$ cat config.mk
export PLATFORM = sky130hd
export DESIGN_NAME = pm_decode_router
export DESIGN_NICKNAME = d
export VERILOG_FILES = /design/src/rtl/pm_route_pkg.sv /design/src/rtl/pm_cfg_ctrl.sv /design/src/rtl/pm_cfg_datapath.sv /design/src/rtl/pm_decode_router.sv
export SDC_FILE = /design/constraint.sdc
export NUM_CORES = 1
export LEC_CHECK = 0
export BUFFER_PORTS_ARGS = -buffer_cell sky130_fd_sc_hd__buf_2
export CAP_MARGIN = 20
export CORE_MARGIN = 2
export CORE_UTILIZATION = 36
export CTS_BUF_LIST = sky130_fd_sc_hd__clkbuf_16
export DETAILED_ROUTE_END_ITERATION = 8
export PLACE_DENSITY_LB_ADDON = 0.1
export SYNTH_ARGS = -nofsm -noshare
export SYNTH_HDL_FRONTEND = slang
export SYNTH_HIERARCHICAL = 1
export SYNTH_SLANG_ARGS = --single-unit
$ cat constraint.sdc
create_clock -name clk -period 3 [get_ports clk]
set_input_delay 0.75 -clock clk [delete_from_list [all_inputs] [get_ports clk]]
set_output_delay 0.75 -clock clk [all_outputs]
set_load 0.01 [all_outputs]
$ cat src/rtl/pm_route_pkg.sv
package pm_route_pkg;
  localparam int unsigned CFG_DW_AW  = 6;
  localparam int unsigned CFG_DATA_W = 32;
  localparam int unsigned CFG_LANES  = CFG_DATA_W / 8;

  localparam logic [CFG_DW_AW-1:0] ACPI_CTL_DW = 6'h11;
  localparam logic [CFG_DW_AW-1:0] GPIO_BAR_DW = 6'h12;

  // strobes from the access decoder to the register datapath
  typedef struct packed {
    logic                 acpiWr;
    logic [CFG_LANES-1:0] gpioLaneWr;
    logic                 rdAcpi;
    logic                 rdGpio;
  } cfgStrobe_t;
endpackage

$ cat src/rtl/pm_cfg_ctrl.sv
module pm_cfg_ctrl
  import pm_route_pkg::*;
(
  input  logic                 cfgSel,
  input  logic                 cfgWrite,
  input  logic [CFG_DW_AW-1:0] cfgDwAddr,
  input  logic [CFG_LANES-1:0] cfgByteEn,
  output cfgStrobe_t           strobe
);
  logic wrAccess;
  logic hitAcpi;
  logic hitGpio;

  always_comb begin
    wrAccess = cfgSel && cfgWrite;
    hitAcpi  = (cfgDwAddr == ACPI_CTL_DW);
    hitGpio  = (cfgDwAddr == GPIO_BAR_DW);

    strobe.acpiWr     = wrAccess && hitAcpi && cfgByteEn[0];
    strobe.gpioLaneWr = (wrAccess && hitGpio) ? cfgByteEn : '0;
    strobe.rdAcpi     = hitAcpi;
    strobe.rdGpio     = hitGpio;
  end
endmodule

$ cat src/rtl/pm_cfg_datapath.sv
module pm_cfg_datapath
  import pm_route_pkg::*;
#(
  parameter int unsigned IO_AW         = 16,
  parameter int unsigned ACPI_WIN_LOG2 = 7,
  parameter int unsigned GPIO_WIN_LOG2 = 6,
  parameter int unsigned SEL_W         = 3,
  parameter int unsigned NUM_LOW       = 3,
  parameter int unsigned NUM_HIGH      = 4,
  parameter int unsigned HIGH_BASE     = 4,
  parameter int unsigned ACPI_EN_BIT   = 7,
  parameter logic [15:0] APM_PORT      = 16'h00B2
) (
  input  logic                           clk,
  input  logic                           rstN,
  input  cfgStrobe_t                     strobe,
  input  logic [CFG_DATA_W-1:0]          cfgWrData,
  output logic [CFG_DATA_W-1:0]          cfgRdData,
  input  logic [IO_AW-1:0]               ioAddr,
  input  logic [IO_AW-ACPI_WIN_LOG2-1:0] acpiBase,
  output logic                           acpiHit,
  output logic                           apmHit,
  output logic                           gpioHit,
  input  logic                           apicEn,
  input  logic                           sciEvent,
  output logic [NUM_LOW-1:0]             irqLow,
  output logic [NUM_HIGH-1:0]            irqHighN
);
  localparam int unsigned GPIO_BW = IO_AW - GPIO_WIN_LOG2;

  logic               acpiEnQ;
  logic [SEL_W-1:0]   sciSelQ;
  logic [GPIO_BW-1:0] gpioBaseQ;
  logic               unusedWrBits;

  assign unusedWrBits = ^{cfgWrData, strobe.gpioLaneWr};

  // power-management control register
  always_ff @(posedge clk) begin
    if (!rstN) begin
      acpiEnQ <= 1'b0;
      sciSelQ <= '0;
    end else if (strobe.acpiWr) begin
      acpiEnQ <= cfgWrData[ACPI_EN_BIT];
      sciSelQ <= cfgWrData[SEL_W-1:0];
    end
  end

  // GPIO base: each writable bit follows its own byte lane
  for (genvar b = 0; b < GPIO_BW; b++) begin : g_gpioBit
    localparam int unsigned POS = b + GPIO_WIN_LOG2;
    always_ff @(posedge clk) begin
      if (!rstN)
        gpioBaseQ[b] <= 1'b0;
      else if (strobe.gpioLaneWr[POS/8])
        gpioBaseQ[b] <= cfgWrData[POS];
    end
  end

  // read mux
  always_comb begin
    cfgRdData = '0;
    if (strobe.rdAcpi) begin
      cfgRdData[SEL_W-1:0]  = sciSelQ;
      cfgRdData[ACPI_EN_BIT] = acpiEnQ;
    end else if (strobe.rdGpio) begin
      cfgRdData[IO_AW-1:GPIO_WIN_LOG2] = gpioBaseQ;
      cfgRdData[0]                     = 1'b1;
    end
  end

  // I/O range decode
  always_comb begin
    acpiHit = acpiEnQ && (ioAddr[IO_AW-1:ACPI_WIN_LOG2] == acpiBase);
    apmHit  = (ioAddr == IO_AW'(APM_PORT)) || (ioAddr == IO_AW'(APM_PORT + 16'd1));
    gpioHit = (ioAddr[IO_AW-1:GPIO_WIN_LOG2] == gpioBaseQ);
  end

  // SCI steering
  for (genvar j = 0; j < NUM_LOW; j++) begin : g_lowIrq
    assign irqLow[j] = sciEvent && (sciSelQ == SEL_W'(j));
  end
  for (genvar k = 0; k < NUM_HIGH; k++) begin : g_highIrq
    assign irqHighN[k] = !(sciEvent && apicEn && (sciSelQ == SEL_W'(HIGH_BASE + k)));
  end
endmodule

$ cat src/rtl/pm_decode_router.sv
module pm_decode_router
  import pm_route_pkg::*;
#(
  parameter int unsigned IO_AW         = 16,
  parameter int unsigned ACPI_WIN_LOG2 = 7,
  parameter int unsigned GPIO_WIN_LOG2 = 6,
  parameter int unsigned NUM_LOW       = 3,
  parameter int unsigned NUM_HIGH      = 4
) (
  input  logic                           clk,
  input  logic                           rstN,
  input  logic                           cfgSel,
  input  logic                           cfgWrite,
  input  logic [CFG_DW_AW-1:0]           cfgDwAddr,
  input  logic [CFG_LANES-1:0]           cfgByteEn,
  input  logic [CFG_DATA_W-1:0]          cfgWrData,
  output logic [CFG_DATA_W-1:0]          cfgRdData,
  input  logic [IO_AW-1:0]               ioAddr,
  input  logic [IO_AW-ACPI_WIN_LOG2-1:0] acpiBase,
  output logic                           acpiHit,
  output logic                           apmHit,
  output logic                           gpioHit,
  input  logic                           apicEn,
  input  logic                           sciEvent,
  output logic [NUM_LOW-1:0]             irqLow,
  output logic [NUM_HIGH-1:0]            irqHighN
);
  cfgStrobe_t strobe;

  pm_cfg_ctrl ctrl_i (
    .cfgSel    (cfgSel),
    .cfgWrite  (cfgWrite),
    .cfgDwAddr (cfgDwAddr),
    .cfgByteEn (cfgByteEn),
    .strobe    (strobe)
  );

  pm_cfg_datapath #(
    .IO_AW         (IO_AW),
    .ACPI_WIN_LOG2 (ACPI_WIN_LOG2),
    .GPIO_WIN_LOG2 (GPIO_WIN_LOG2),
    .NUM_LOW       (NUM_LOW),
    .NUM_HIGH      (NUM_HIGH)
  ) dp_i (
    .clk       (clk),
    .rstN      (rstN),
    .strobe    (strobe),
    .cfgWrData (cfgWrData),
    .cfgRdData (cfgRdData),
    .ioAddr    (ioAddr),
    .acpiBase  (acpiBase),
    .acpiHit   (acpiHit),
    .apmHit    (apmHit),
    .gpioHit   (gpioHit),
    .apicEn    (apicEn),
    .sciEvent  (sciEvent),
    .irqLow    (irqLow),
    .irqHighN  (irqHighN)
  );
endmodule

## After elaboration in Yosys (flattened, before gate mapping)

Index checks and enable logic that the tools add are counted.

- Register bits after elaboration: 14
- Input port bits: 73
- Output and inout port bits: 42
- Logic and storage cells: 51

- Equality and inequality tests: 12
- Muxes and demuxes: 8
- Reductions and logical operators: 19

Operator list:

| kind | number |
|---|---|
| $eq A16 B8 Y1 const B | 2 |
| $logic_and A1 B1 Y1 | 13 |
| $eq A3 B3 Y1 const B | 4 |
| $eq A6 B5 Y1 const B | 2 |
| $eq A10 B10 Y1 | 1 |
| $mux W10 | 1 |
| $eq A9 B9 Y1 | 1 |
| $mux W8 | 1 |
| $logic_not A1 Y1 | 4 |
| $mux W1 | 4 |
| $mux W2 | 2 |
| $eq A3 B1 Y1 const B | 1 |
| $eq A3 B2 Y1 const B | 1 |
| $logic_not A3 Y1 | 1 |
| $logic_or A1 B1 Y1 | 1 |

## Depth between registers and ports, before layout

- Word-level depth: 3
- Gate-level depth with buffers: 6
- Gate-level depth less buffers: 4

## Modules after synthesis

Netlist, hierarchy kept.

Modules (own cells, without submodules):

| module | instances | cells an instance | area each (um^2) | sequential area each (um^2) |
|---|---|---|---|---|
| pm_cfg_datapath | 1 | 127 | 1077.3 | 280.3 |
| pm_cfg_ctrl | 1 | 18 | 120.1 | 0.0 |

## Worst setup path after synthesis

No wires, ideal clock.

- Kind: input to output
- Start point: input cfgDwAddr[3]
- End point: output cfgRdData[10]
- Arrival: 2.138 ns
- Data required time: 2.250 ns
- Setup slack: 0.112 ns
- Stages on the path: 6
- Path buffers: 2
- Cell sequence: or4b_1 buf_2 nor2_1 buf_4 nor2b_1 and2_1

- Word-level cells in the longest chain between the ends: 3
- Elaborated cells between the ends (all ways): 4
- Those cells by class: 2 x eq/ne; 2 x mux

RTL lines:

| element | RTL line | text |
|---|---|---|
| start: declaration | pm_decode_router.sv:14 | `input logic [CFG_DW_AW-1:0] cfgDwAddr,` |
| $eq A6 B5 Y1 | pm_cfg_ctrl.sv:17 | `hitGpio = (cfgDwAddr == GPIO_BAR_DW);` |
| net ctrl_i.hitGpio | pm_cfg_ctrl.sv:12 | `logic hitGpio;` |
| $mux W10 | pm_cfg_datapath.sv:66 | `end else if (strobe.rdGpio) begin` |
| $mux W8 | pm_cfg_datapath.sv:63 | `if (strobe.rdAcpi) begin` |
| end: declaration | pm_decode_router.sv:17 | `output logic [CFG_DATA_W-1:0] cfgRdData,` |

The timed path passes the listed nets, and every way through them passes these cells.

==> summary.txt <==
Floorplan
  • Chip height: 61.3 µm
  • Core box area: 3080 µm²
  • Initial Util: 0.383
  • Die width: 61.3 µm
  • Row Count: 20
  • Die ar.: 3750 µm²
  • I/O pin total: 115

Final layout
  • Layout filler cell count: 311
  • Net count, final: 288
  • Finished Core Util: 0.519
  • Area of the multi-input gates: 781 µm²
  • Fin area: 1600 µm²
  • Sequential cell area: 280 µm²
  • Fraction of layout cells with a size suffix above 1: 0.388
  • # diodes: 0
  • Syn-to-layout area delta: 35.4%

Run
  • Max Cap Viol: 0

CTS
  • TritonCTS buffer count: 3
  • Clk slew on worst S/H paths: 40 ps
  • Later-pin clock latency in the skew report: 240 ps
  • # hold bufs at CTS: 0
  • Number of H-tree levels: 1
  • CTS tree: done
  • Post-CTS Setup Bufs: 0
  • Clock buffer depth: 2
  • Post-CTS sizing: 0
  • Root buffer cell: clkbuf_16
  • Clk sinks: 14

Place
  • RD Place Congestion: 0.783
  • Detailed Place HPWL: 2.47 mm
  • Post-DP Area: 1520 µm²
  • Worst slack at placement: 74.9 ps
  • IO buf count: 73

Pwr
  • Leakage: 0.716 nW
  • Power Dens Cells: 326 nW/µm²
  • Clk network pwr share: 0.473
  • Sw frac: 0.222
  • Seq pwr share: 0.359
  • Sw power: 0.000116 W
  • Comb pwr share: 0.168
  • Maximum VDD drop: 0.302 mV
  • Cell Int Power: 0.000406 W

STA
  • Clk_skew: 0 ps
  • Fin. Hold Viols: 0
  • Min cycle time layout: 2930 ps
  • RSZ-0062 raised after global routing: false
  • Hold_ws: 548 ps
  • Fin crit share: 0.977
  • Smallest setup slack after layout: 70.4 ps
  • Setup violators final: 0
  • Setup TNS: 0 ps
  • Slew Limit Fails: 0
  • Peak Freq: 0.341 GHz

Setup path
  • R2R Path End: dp_i/sciSelQ[0]
  • Crit start category: input pin
  • Arrival @ worst endpoint: 2180 ps
  • Worst R2R Setup Slack: 2270 ps
  • Worst setup path class: input pin to output port
  • R2r startpoint: dp_i/sciSelQ[0]
  • Worst R2R Path Depth: 2
  • Data required, critical path: 2250 ps
  • CP Capture Type: output port
  • Crit path max fanout: 10

Detailed routing
  • Drt wl/cell: 11.2 µm
  • Routed Antenna Nets: 0
  • Vias per cell: 4.40
  • Vias: 1136
  • Number of remaining DRC errors: 0
  • DRT Wirelength: 2.89 mm
  • Initial DRC Count: 19
  • Detailed Routing Iterations Pass 1: 4

Global route
  • Number of global-route vias before repair: 975
  • First-pass GRT wire length: 4.27 mm
  • Gr ovfl total: 0
  • All-layer global routing usage: 0.158
  • Initial antenna violation count: 0
  • Largest net degree at the start of global routing: 15

Worst hold path
  • Hold Startpoint: dp_i/gpioBaseQ[0]
  • Hold crit path type: register to register
  • Worst hold stages: 2
  • Worst hold path endpoint: dp_i/gpioBaseQ[0]

Synthesis
  • Synth Area per Inst: 8.37 µm²
  • Post-synthesis instance area: 1180 µm²
  • Post-Synthesis Cells: 141
  • Synth warnings: 6

Status
  • Status: completed
==> worst max-delay path: stages <==
cell	delay [ps]
buf_2	90
or4b_1	570
nor3_1	230
nor2b_1	80
buf_4	170
and2_1	160
buf_2	130
==> layout by cell type (no fill, tap or decap) <==
master	instances
nor4_1	2
xor2_1	2
buf_2	73
buf_4	4
nor4_2	1
conb_1	19
mux2i_1	14
o21ai_0	1
nand2b_1	1
and2_1	11
nand2_1	10
or4b_1	2
nor3b_1	1
nor4_4	1
clkinv_1	1
nor3_1	4
clkbuf_16	3
nor2b_1	16
dfxtp_1	14
nor4b_1	1
nor2_1	4
nor3_2	1
xnor2_1	17
nand3_1	2
nand4_1	5
inv_1	2
nand4b_1	1
a21o_1	1
==> layout make-up <==
class,count,area share
Tap cell,44,0.0345
Clock buffer,3,0.0470
Inverter,2,0.00470
Sequential cell,14,0.175
Multi-Input combinational cell,117,0.489
Timing Repair Buffer,77,0.247
Clock inverter,1,0.00235
==> power groups by stage <==
stage          registers [W]  logic [W]  clock network, W
6_report            0.000187  0.0000876          0.000247
5_1_grt             0.000187  0.0000974          0.000264
2_1_floorplan       0.000190  0.0000595                 0
3_3_place_gp        0.000190  0.0000860                 0
4_1_cts             0.000187  0.0000878          0.000256
3_5_place_dp        0.000190  0.0000876                 0
==> metal layers <==
metal,track usage,routed length [µm],up-vias
met5,0,0,-
met4,0.0839,54,0
li1,-,-,575
met3,0.0378,240,5
met2,0.278,1400,48
met1,0.175,1190,508
==> how the worst max path moves through the flow <==
stage | start | to | slack, ps | cells past startpoint
2_1_floorplan | cfgDwAddr[3] | cfgRdData[10] | 120 | 6
3_3_place_gp | cfgDwAddr[3] | cfgRdData[6] | 90 | 7
3_5_place_dp | cfgDwAddr[3] | cfgRdData[6] | 70 | 7
4_1_cts | cfgDwAddr[3] | cfgRdData[11] | 70 | 7
5_1_grt | cfgDwAddr[3] | cfgRdData[8] | 20 | 7
6_report | cfgDwAddr[3] | cfgRdData[11] | 70 | 7
==> sequential cells by signal (all words and copies together) (netlist names) <==
register,cells
dp_i/acpiEnQ,1
dp_i/gpioBaseQ,10
dp_i/sciSelQ,3
==> through the flow <==
| step | total power (W) | std cells |
|---|---|---|
| final | 0.000522 | 258 |
| after global routing | 0.000548 | 258 |
| after CTS | 0.000530 | 258 |
| after detailed placement | 0.000278 | 254 |
| after global placement | 0.000277 | 254 |
| after floorplan | 0.000250 | 159 |
Power figures use the tool's default switching activity.
